$ cat src/rtl/lip_rs_pkg.sv
package lip_rs_pkg;

  // Occupancy of the two storage slots of a relay stage
  typedef enum logic [1:0] {
    OCC_NONE = 2'd0,  // output slot holds a void token
    OCC_MAIN = 2'd1,  // output slot holds a real token
    OCC_BOTH = 2'd2   // output and auxiliary slots both hold real tokens
  } occ_e;

endpackage

$ cat src/rtl/lip_slot_reg.sv
module lip_slot_reg #(
  parameter int W = 8
) (
  input  logic         clk,
  input  logic         ld,
  input  logic [W-1:0] d,
  output logic [W-1:0] q
);

  // Data storage needs no reset: validity is tracked by the controller
  always_ff @(posedge clk) begin
    if (ld) q <= d;
  end

endmodule

$ cat src/rtl/lip_rs_ctrl.sv
module lip_rs_ctrl
  import lip_rs_pkg::*;
(
  input  logic clk,
  input  logic rst,
  input  logic in_valid,
  input  logic out_stop,
  output logic main_ld,
  output logic main_from_aux,
  output logic aux_ld,
  output logic main_v,
  output logic stop_up
);

  occ_e occ_q, occ_d;
  logic take;

  // An input token counts only while upstream is not being held back
  assign take = in_valid && !stop_up;

  always_comb begin
    occ_d         = occ_q;
    main_ld       = 1'b0;
    main_from_aux = 1'b0;
    aux_ld        = 1'b0;
    unique case (occ_q)
      OCC_NONE: begin
        // A void in the output slot can always be replaced
        main_ld = take;
        if (take) occ_d = OCC_MAIN;
      end
      OCC_MAIN: begin
        if (!out_stop) begin
          main_ld = take;
          occ_d   = take ? OCC_MAIN : OCC_NONE;
        end else if (take) begin
          // The token already in flight goes into the auxiliary slot
          aux_ld = 1'b1;
          occ_d  = OCC_BOTH;
        end
      end
      OCC_BOTH: begin
        if (!out_stop) begin
          main_ld       = 1'b1;
          main_from_aux = 1'b1;
          occ_d         = OCC_MAIN;
        end
      end
      default: occ_d = OCC_NONE;
    endcase
  end

  always_ff @(posedge clk) begin
    if (rst) begin
      occ_q   <= OCC_NONE;
      main_v  <= 1'b0;
      stop_up <= 1'b0;
    end else begin
      occ_q   <= occ_d;
      main_v  <= (occ_d != OCC_NONE);
      stop_up <= (occ_d == OCC_BOTH);
    end
  end


  // A void input with the auxiliary slot free cannot fill that slot
  void_no_store_chk: assert property (@(posedge clk) disable iff (rst)
    (!in_valid && occ_q != OCC_BOTH) |=> (occ_q != OCC_BOTH));

endmodule

$ cat src/rtl/lip_relay_stage.sv
module lip_relay_stage #(
  parameter int DATA_W = 8
) (
  input  logic              clk,
  input  logic              rst,
  input  logic [DATA_W-1:0] up_data,
  input  logic              up_valid,
  output logic              up_stop,
  output logic [DATA_W-1:0] dn_data,
  output logic              dn_valid,
  input  logic              dn_stop
);

  logic              main_ld, main_from_aux, aux_ld;
  logic [DATA_W-1:0] aux_q, main_d;

  lip_rs_ctrl u_ctrl (
    .clk          (clk),
    .rst          (rst),
    .in_valid     (up_valid),
    .out_stop     (dn_stop),
    .main_ld      (main_ld),
    .main_from_aux(main_from_aux),
    .aux_ld       (aux_ld),
    .main_v       (dn_valid),
    .stop_up      (up_stop)
  );

  // The output slot loads either fresh input or the parked token
  assign main_d = main_from_aux ? aux_q : up_data;

  lip_slot_reg #(.W(DATA_W)) u_main (
    .clk(clk), .ld(main_ld), .d(main_d), .q(dn_data)
  );

  lip_slot_reg #(.W(DATA_W)) u_aux (
    .clk(clk), .ld(aux_ld), .d(up_data), .q(aux_q)
  );


  latency_one_chk: assert property (@(posedge clk) disable iff (rst)
    (up_valid && !up_stop && (!dn_stop || !dn_valid))
      |=> (dn_valid && dn_data == $past(up_data)));


  void_out_chk: assert property (@(posedge clk) disable iff (rst)
    (!up_valid && !up_stop && (!dn_stop || !dn_valid)) |=> !dn_valid);


  hold_on_stop_chk: assert property (@(posedge clk) disable iff (rst)
    (dn_stop && dn_valid) |=> (dn_valid && $stable(dn_data)));


  stop_needs_full_chk: assert property (@(posedge clk) disable iff (rst)
    up_stop |-> dn_valid);


  stop_rise_cause_chk: assert property (@(posedge clk) disable iff (rst)
    $rose(up_stop) |-> $past(dn_stop));


  release_order_chk: assert property (@(posedge clk) disable iff (rst)
    (up_stop && !dn_stop) |=> (!up_stop && dn_valid));


  void_no_stop_chk: assert property (@(posedge clk) disable iff (rst)
    !up_valid |=> !$rose(up_stop));

endmodule

$ cat config.mk
export PLATFORM = sky130hd
export DESIGN_NAME = lip_relay_stage
export DESIGN_NICKNAME = d
export VERILOG_FILES = /design/src/rtl/lip_rs_pkg.sv /design/src/rtl/lip_slot_reg.sv /design/src/rtl/lip_rs_ctrl.sv /design/src/rtl/lip_relay_stage.sv
export SDC_FILE = /design/constraint.sdc
export NUM_CORES = 1
export LEC_CHECK = 0
export BUFFER_PORTS_ARGS = -buffer_cell sky130_fd_sc_hd__buf_2
export CAP_MARGIN = 15
export CORE_MARGIN = 3
export CORE_UTILIZATION = 44
export DETAILED_ROUTE_END_ITERATION = 6
export PLACE_DENSITY = 0.75
export RECOVER_POWER = 100
export SYNTH_ARGS = -nofsm -noshare
export SYNTH_HDL_FRONTEND = slang
export SYNTH_SLANG_ARGS = --single-unit
$ cat constraint.sdc
create_clock -name clk -period 1.4 [get_ports clk]
set_input_delay 0 -clock clk [delete_from_list [all_inputs] [get_ports clk]]
set_output_delay 0 -clock clk [all_outputs]
set_load 0.005 [all_outputs]
==> out/results.ini, run 1 <==
[outcome]
status=finished, final reports clean

[min_path]
min_from=up_valid
hold_end=u_ctrl.main_v
hold_depth=4
hold_path.class=primary input to flop

[clock_network]
clkLatencyLatePin_ps=290
cts_tree=built
clock-root-buffer=clkbuf_4
clkTransAtPathRegs_ps=100
cts.sinks=20
cts.path.max_buffers=2
cts_htree_levels=1
postCtsSetupBuffers=0
cts_buffers=3

[setup_path]
crit_type=flop to flop
cp_max_fo=5
crit_arrival_ps=1400
rr_endpoint=u_main.q[2]
reg2reg_slack_ps=60
r2r_cells=3
critPathRequiredTime_ps=1450
cp-end-kind=flop
critPathLaunchType=flop
r2r-start=u_ctrl.occ_q[0]

[sta]
slew_headroom_pct=78.30
max_slew.worst_pin.slew_ps=325.5
maxSlewViolCount=0
hold_viol_final=0
fin_crit_sh_pct=95.90
finClkSkew_ps=6.416
layout_min_cycle_time_ps=1343
clock.fmax_mhz=744.8
setup_viol_count_final=0

[floorplanning]
fp.dieW_um=48.56
rows=14
core_sq_um=1612
io_pins=22
initial_utilization_pct=49.46
die_h_um=48.56
dieArea_sq_um=2358

[pwr]
combPwrFrac_pct=9.9
pwr-share-seq_pct=54.1
p_switching_mw=0.2317
p_leak_nw=0.4250
power.density_nw_per_um2=1150
internal-power_mw=1.039
vdd_drop_max_mv=0.7839
clkPwrFrac_pct=36.0
sw_frac_of_total_pct=18.23

[routing]
vias_per_cell=4.528
routed_wl_um=1334
first_pass_iters=4
postRouteAntennaNets=0
wl_per_cell_um=12.35
vias=489
drc_errors=0
drt-initial-drc-count=13

[layout]
area_delta_synth_final_pct=38.62
final_cell_mix=16 x edfxtp_1, 12 x clkbuf_1, 10 x dlygate4sd3_1, 10 x buf_2, 8 x mux2_4
drive_above_1_share_pct=33.33
final_cell_area_sq_um=1105
final_common_cell=edfxtp_1
nets=97
antennaDiodeCount=0
fin_util_pct=68.56
instances_no_fill=108

[global_routing]
grt_pass1_vias=508
grt_pass1_wl_um=2166
grt.overflow.total=0
grt_usage_pct=12.17
antenna_found_initial=0
grt_max_degree=13

[yosys]
synth.distinct_cells=14
synth_fp_nets=57
syn_avg_cell_area_sq_um=17.71
yosysWarnings=0
synth_area_sq_um=797.0
ys_seq_elements=20
syn_inst=45
ys_seq_area_share_pct=70.33

[place]
io_buffer_count=21
dp_cells=94
gp_congestion=0.8209
placed_area_sq_um=963.4
hpwl_um=874.2

[job]
cap_viol_max_count=0

## flip-flops by register name, indices dropped and copies added (netlist names)
register	cells
u_ctrl.stop_up	1
u_main.q	8
u_aux.q	8
u_ctrl.occ_q	2
u_ctrl.main_v	1
## layout make-up
cell class	count	area, sq um
Timing Repair Buffer	36	225.2
Clock inverter	1	30.03
Sequential cell	20	560.5
Multi-Input combinational cell	24	236.5
Clock buffer	3	22.52
Tap cell	24	30.03
Fill cell	127	506.7
## cells in the mapped netlist
library cell | n | area (sq um)
nor3b_1 | 1 | 7.510
nor3_1 | 1 | 5.000
buf_6 | 1 | 11.26
xnor2_1 | 1 | 8.760
nand2_1 | 2 | 7.510
nor3b_2 | 1 | 12.51
or2b_1 | 1 | 7.510
nand2b_1 | 3 | 18.77
a21oi_1 | 3 | 15.01
edfxtp_1 | 16 | 480.5
dfxtp_1 | 4 | 80.08
a21o_1 | 2 | 15.01
mux2_4 | 8 | 120.1
o31ai_1 | 1 | 7.510
## how the worst max path moves through the flow
stage | endpoint | from | slack (ps)
6_report | u_main.q[2] | u_ctrl.occ_q[0] | 60
5_1_grt | u_main.q[2] | u_ctrl.occ_q[1] | -10
4_1_cts | u_main.q[7] | u_ctrl.occ_q[0] | 20
3_5_place_dp | u_main.q[7] | u_ctrl.occ_q[0] | 30
3_3_place_gp | u_main.q[5] | u_ctrl.occ_q[0] | 90
2_1_floorplan | u_main.q[0] | u_ctrl.occ_q[1] | 100
## power groups by stage
stage / Sequential (mW) / Combinational (mW) / Clock [mW]
final: 0.688 / 0.126 / 0.457
after global routing: 0.692 / 0.138 / 0.484
after global placement: 0.699 / 0.107 / 0
after detailed placement: 0.700 / 0.109 / 0
after floorplan: 0.704 / 0.0516 / 0
after CTS: 0.686 / 0.131 / 0.468
## per-stage QoR
stage | setup TNS, ps | hold WS, ps | total power, mW | worst slack [ps]
floorplan | 0 | 69.07 | 0.7551 | 100.9
global placement | 0 | 193.8 | 0.8062 | 92.57
detailed placement | 0 | 193.2 | 0.8091 | 31.43
CTS | 0 | 168.8 | 1.286 | 17.49
global route | -26.76 | 202.4 | 1.314 | -14.06
finish | 0 | 180.6 | 1.271 | 57.38
## kinds of logic after synthesis
family | after synthesis | share of synthesized area [%]
AO/OA/AOI/OAI | 6 | 4.709
XOR/XNOR | 1 | 1.099
buffers and inverters | 1 | 1.413
flip-flops | 20 | 70.33
multiplexers | 8 | 15.07
AND/OR/NAND/NOR | 9 | 7.379
## worst max-delay path, stage by stage, from the launching register on
cell,delay [ps]
dfxtp_1,370
nor3b_4,240
buf_4,200
mux2_4,300
## what timing repair did
action	in CTS	in global routing
hold buffers	10	0
endpoints found under the setup margin	0	5
endpoints found under the hold margin	12	0
gates resized for setup	0	1
## routing by layer
| metal | routed length (um) | share of wire [%] | global-route usage (%) |
|---|---|---|---|
| met1 | 564 | 42 | 13.47 |
| met2 | 679 | 51 | 21.56 |
| met3 | 64 | 4.8 | 3.067 |
| met4 | 25 | 1.9 | 6.161 |
| met5 | 0 | 0 | 0 |
Note: power is estimated with default switching activity, not from simulation.
==> inputs of run 2 (changes only) <==
Settings changed: ABC_AREA from default to 1.
==> out/results.ini, run 2 <==
[pwr]
clkPwrFrac_pct=25.6  ; -10 points
internal-power_mw=0.8445  ; -19%
sw_frac_of_total_pct=22.33  ; +4.1 points
p_switching_mw=0.2429  ; +4.8%
power.density_nw_per_um2=1031  ; -10%
vdd_drop_max_mv=0.6062  ; -23%
p_leak_nw=0.4727  ; +11%
combPwrFrac_pct=11.3  ; +1.4 points
pwr-share-seq_pct=63.1  ; +9.0 points

[yosys]
synth.distinct_cells=13  ; -1
synth_fa_ha_area_share_pct=0  ; unchanged
yosysMostFrequentCell=nand2_1
yosysTopAreaCellShare_pct=59.63  ; -0.66 points
synth-compound-area-share_pct=0.9317  ; -3.8 points
synth-simple-area-share_pct=24.22  ; +17 points
yosys-top-cells-area=edfxtp_1 60%, dfxtp_1 9.9%, nand2_1 8.9%
synth_top_area_cell=edfxtp_1
ys_seq_area_share_pct=69.57  ; -0.76 points
yosysWarnings=0  ; unchanged
syn_inst=71  ; +58%
synth_edf_count=16  ; unchanged
synth_fp_nets=83  ; +46%
async_reset_ff_share_pct=0  ; unchanged
synthXorXnorAreaFrac_pct=0  ; -1.1 points
synth_top_family_by_area=simple AND/OR/NAND/NOR gates
ys_seq_elements=20  ; unchanged
synth_area_sq_um=805.8  ; +1.1%
synth_top_flop_cell=edfxtp_1
muxShareOfSynthArea_pct=0  ; -15 points
synth_common_cells=19 x nand2_1, 16 x edfxtp_1, 10 x nand3_1, 8 x inv_1, 5 x nand2_2
syn_avg_cell_area_sq_um=11.35  ; -36%

[global_routing]
grt.overflow.total=0  ; unchanged
antenna_found_initial=0  ; unchanged
grt_usage_pct=13.43  ; +1.3 points
grt_pass1_wl_um=2421  ; +12%
grt_max_degree=12  ; -1
grt_pass1_vias=558  ; +9.8%

[layout]
nets=120  ; +24%
drive_above_1_share_pct=22.43  ; -11 points
final_cell_area_sq_um=1055  ; -4.5%
regArea_sq_um=560.5  ; unchanged
instances_no_fill=131  ; +21%
area_delta_synth_final_pct=30.90
n_fill_cell=135  ; +6.3%
final_common_cell=nand2_1
antennaDiodeCount=0  ; unchanged
reg_top3=u_aux.q x8, u_main.q x8, u_ctrl.occ_q x2
final_cell_mix=19 x nand2_1, 16 x edfxtp_1, 13 x clkbuf_1, 11 x nand3_1, 10 x buf_2
multi_input_area_sq_um=202.7  ; -14%

[place]
dp_cells=118  ; +26%
gp_congestion=0.7530  ; -8.3%
io_buffer_count=21  ; unchanged
hpwl_um=1022  ; +17%
placed_area_sq_um=963.4  ; unchanged

[clock_network]
cts_buffers=3  ; unchanged
clock-root-buffer=clkbuf_4
cts_tree=built
cts.path.max_buffers=2  ; unchanged
cts.sinks=20  ; unchanged
cts_htree_levels=1  ; unchanged
clkTransAtPathRegs_ps=110  ; about the same
clkLatencyLatePin_ps=300  ; about the same
cts_resized=0  ; unchanged

[floorplanning]
fp.dieW_um=48.80  ; +0.48%
core_sq_um=1612  ; unchanged
initial_utilization_pct=50.00  ; +0.54 points
dieArea_sq_um=2381  ; +0.97%
rows=14  ; unchanged
die_h_um=48.80  ; +0.48%
io_pins=22  ; unchanged

[setup_path]
cp-end-kind=flop
path_cells=nor2_4, clkbuf_1, clkinv_1, nand3_1, nand3_1, nand2_2
cp-startpoint=u_ctrl.occ_q[0]
reg2reg_slack_ps=150  ; +90 ps
critPathLaunchType=flop
r2r-start=u_ctrl.occ_q[0]
critPathMaxStageDelay_ps=360  ; about the same
cp_top_family=buffers and inverters
critPathRequiredTime_ps=1650  ; +200 ps
rr_endpoint=u_ctrl.main_v
crit_arrival_ps=1500  ; +100 ps
cp_common_cell=nand3_1
crit_type=flop to flop
path_buf_inv=2  ; +1
r2r_cells=6  ; +3
cp_max_fo=9  ; +4
slowest_stage=dfxtp_1

[routing]
vias_per_cell=4.542  ; +0.31%
vias=595  ; +22%
postRouteAntennaNets=0  ; unchanged
drt-initial-drc-count=7  ; -6
wl_per_cell_um=11.05  ; -11%
routed_wl_um=1447  ; +8.5%
drc_errors=0  ; unchanged
first_pass_iters=3  ; -1

[sta]
rsz0062_at_grt=no
max_slew.worst_pin.slew_ps=410.8  ; +85.22 ps
fin_tns_setup_ps=0  ; unchanged
layout_min_cycle_time_ps=1249  ; -94.08 ps
hold_viol_final=0  ; unchanged
slew_headroom_pct=72.62  ; -5.7 points
maxSlewViolCount=0  ; unchanged
setup_viol_count_final=0  ; unchanged
clock.fmax_mhz=800.9  ; +7.5%
finClkSkew_ps=9.161  ; +2.746 ps
fin_crit_sh_pct=89.18  ; -6.7 points

[min_path]
min_from=dn_stop
hold_end=u_ctrl.stop_up
hold_depth=5  ; +1
hold_path.class=primary input to flop

[outcome]
status=finished, final reports clean

[job]
cap_viol_max_count=0  ; unchanged

run 2: layer usage:
layer	routed length (um)	GRT usage (%)	vias up	part of all wire, %
li1	-	-	305	-
met3	66	2.752	5	4.6
met4	45	9.953	0	3.1
met1	650	16.44	270	45
met5	0	0	-	0
met2	685	20.81	15	47
run 2: worst max-delay path by stage:
stage,to,depth (start not counted),slack [ps]
finish,u_ctrl.main_v,6,150
global route,u_ctrl.occ_q[0],6,20
CTS,u_aux.q[0],4,160
floorplan,u_main.q[0],2,30
global placement,u_aux.q[1],4,190
detailed placement,u_aux.q[0],4,170
run 2: worst register-to-register path, cell delays in order (launching register included):
cell and delay, ps:
dfxtp_1 360, nor2_4 120, clkbuf_1 340, clkinv_1 120, nand3_1 100, nand3_1 100, nand2_2 60
run 2: through the flow:
step | setup slack (ps) | util [%] | power [mW] | hold slack [ps]
floorplan | 30.24 | - | 0.7564 | 98.87
global placement | 193.7 | 59.78 | 0.8128 | 199.2
detailed placement | 173.6 | 59.78 | 0.8145 | 198.6
CTS | 157.3 | 67.00 | 1.106 | 137.8
global route | 24.89 | 65.45 | 1.139 | 166.5
finish | 151.5 | 65.45 | 1.087 | 138.5
run 2: final cells by class:
| type | instances | area share (%) |
|---|---|---|
| flip-flops and latches | 20 | 53.14 |
| well taps | 24 | 2.847 |
| clock buffers | 4 | 2.491 |
| inverters | 10 | 3.559 |
| multi-input cells | 40 | 19.22 |
| repair buffers | 33 | 18.74 |
run 2: power by group through the flow:
stage | sequential [mW] | clock, mW | combinational, mW
final | 0.686 | 0.278 | 0.123
after global routing | 0.689 | 0.311 | 0.138
after CTS | 0.686 | 0.285 | 0.134
after detailed placement | 0.700 | 0 | 0.115
after global placement | 0.700 | 0 | 0.113
after floorplan | 0.703 | 0 | 0.0534
run 2: what timing repair did:
item	4_1_cts	5_1_grt
hold buffers	9	0
buffers inserted	0	0
hold endpoints to repair	18	0
run 2: cell families (layout without fill, tap and decap cells):
| family | count (synthesis) | in the layout |
|---|---|---|
| AOI/OAI and AO/OA | 1 | 1 |
| buffers and inverters | 11 | 47 |
| DFF | 20 | 20 |
| and+or+nand+nor | 39 | 39 |
==> inputs of run 3 (changes only) <==
Settings changed: CTS_CLUSTER_DIAMETER from default to 80, RECOVER_POWER 100 to default, TNS_END_PERCENT from default to 10.
==> out/results.ini, run 3 (synthesized netlist as in run 2, its figures left out) <==
[min_path]
hold_end=u_ctrl.stop_up
hold_path.class=primary input to flop
min_from=dn_stop
hold_depth=5  ; unchanged

[sta]
finClkSkew_ps=6.978  ; -2.183 ps
maxSlewViolCount=0  ; unchanged
fin_ws_ps=165.7  ; +14.28 ps
max_slew.worst_pin.slew_ps=317.8  ; -92.99 ps
setup_viol_count_final=0  ; unchanged
rsz0062_at_grt=no
hold_viol_final=0  ; unchanged
fin_crit_sh_pct=88.16  ; -1.0 points
fin_tns_setup_ps=0  ; unchanged
clock.fmax_mhz=810.2  ; +1.2%
layout_min_cycle_time_ps=1234  ; -14.28 ps
slew_headroom_pct=78.79  ; +6.2 points

[setup_path]
r2r-start=u_ctrl.occ_q[0]
rr_endpoint=u_aux.q[0]
cp-end-kind=flop
crit_arrival_ps=1210  ; -290 ps
critPathRequiredTime_ps=1380  ; -270 ps
r2r_cells=4  ; -2
crit_type=flop to flop
reg2reg_slack_ps=170  ; about the same
cp_max_fo=8  ; -1
critPathLaunchType=flop

[place]
place_ws_ps=173.6  ; unchanged
io_buffer_count=21  ; unchanged
placed_area_sq_um=963.4  ; unchanged
gp_congestion=0.7530  ; unchanged
hpwl_um=1022  ; unchanged

[global_routing]
grt_pass1_wl_um=2421  ; unchanged
grt_pass1_vias=558  ; unchanged
grt_max_degree=12  ; unchanged
grt_usage_pct=13.43  ; unchanged
antenna_found_initial=0  ; unchanged
grt.overflow.total=0  ; unchanged

[routing]
routed_wl_um=1457  ; +0.69%
drt-initial-drc-count=9  ; +2
vias=601  ; +1.0%
drc_errors=0  ; unchanged
postRouteAntennaNets=0  ; unchanged
first_pass_iters=4  ; +1
vias_per_cell=4.588  ; +1.0%
wl_per_cell_um=11.12  ; +0.69%

[floorplanning]
initial_utilization_pct=50.00  ; unchanged
die_h_um=48.80  ; unchanged
core_sq_um=1612  ; unchanged
io_pins=22  ; unchanged
fp.dieW_um=48.80  ; unchanged
rows=14  ; unchanged
dieArea_sq_um=2381  ; unchanged

[layout]
fin_util_pct=67.00  ; +1.6 points
multi_input_area_sq_um=207.7  ; +2.5%
antennaDiodeCount=0  ; unchanged
area_delta_synth_final_pct=34.01
final_cell_area_sq_um=1080  ; +2.4%
final_common_cell=buf_2
n_fill_cell=130  ; -3.7%
regArea_sq_um=560.5  ; unchanged
nets=120  ; unchanged
final_cell_mix=21 x buf_2, 19 x nand2_1, 16 x edfxtp_1, 10 x nand3_1, 9 x dlygate4sd3_1
reg_top3=u_aux.q x8, u_main.q x8, u_ctrl.occ_q x2
drive_above_1_share_pct=35.51  ; +13 points

[clock_network]
cts_tree=built
ctsHoldBuffers=9  ; unchanged
cts_resized=0  ; unchanged
cts_buffers=3  ; unchanged
cts_htree_levels=1  ; unchanged
postCtsSetupBuffers=0  ; unchanged
clock-root-buffer=clkbuf_4
clkLatencyLatePin_ps=300  ; about the same
cts.path.max_buffers=2  ; unchanged
cts.sinks=20  ; unchanged
clkTransAtPathRegs_ps=110  ; about the same

[pwr]
power.density_nw_per_um2=1013  ; -1.7%
vdd_drop_max_mv=0.6159  ; +1.6%
total_power_mw=1.094  ; +0.63%
p_leak_nw=0.5122  ; +8.4%

[outcome]
status=finished, final reports clean

[job]
cap_viol_max_count=0  ; unchanged

-- run 3: worst max-delay path: stages, from the launching register on --
cell and delay [ps]:
dfxtp_1 410, nand2_2 90, inv_2 80, nand3_2 90
inv_1 260
-- run 3: report_power, final --
part	internal [mW]	total [mW]	switching [mW]
Clock	0.111	0.275	0.164
Sequential	0.676	0.686	0.00986
Combinational	0.0663	0.133	0.0665
-- run 3: metal layers --
| layer | global-route usage, % | vias to the layer above | wire, um |
|---|---|---|---|
| li1 | - | 304 | - |
| met1 | 16.44 | 275 | 656 |
| met2 | 20.81 | 17 | 688 |
| met3 | 2.752 | 5 | 68 |
| met4 | 9.953 | 0 | 43 |
| met5 | 0 | - | 0 |
-- run 3: through the flow --
| step | hold WS, ps | std cells |
|---|---|---|
| global placement | 199.2 | 118 |
| finish | 140.4 | 131 |
| floorplan | 98.87 | 71 |
| CTS | 137.8 | 131 |
| global route | 158.8 | 131 |
| detailed placement | 198.6 | 118 |
-- run 3: cell type report --
class / count / share of cell area (%)
Inverter: 10 / 3.476
Tap cell: 24 / 2.781
Multi-Input combinational cell: 40 / 19.24
Clock buffer: 4 / 2.433
Sequential cell: 20 / 51.91
Timing Repair Buffer: 33 / 20.16
-- run 3: how the worst max path moves through the flow --
stage	from	end	slack, ps	cells past startpoint
3_3_place_gp	u_ctrl.occ_q[0]	u_aux.q[1]	190	4
3_5_place_dp	u_ctrl.occ_q[0]	u_aux.q[0]	170	4
6_report	u_ctrl.occ_q[0]	u_aux.q[0]	170	4
4_1_cts	u_ctrl.occ_q[0]	u_aux.q[0]	160	4
2_1_floorplan	u_ctrl.occ_q[1]	u_main.q[0]	30	2
5_1_grt	u_ctrl.occ_q[0]	u_aux.q[7]	50	4
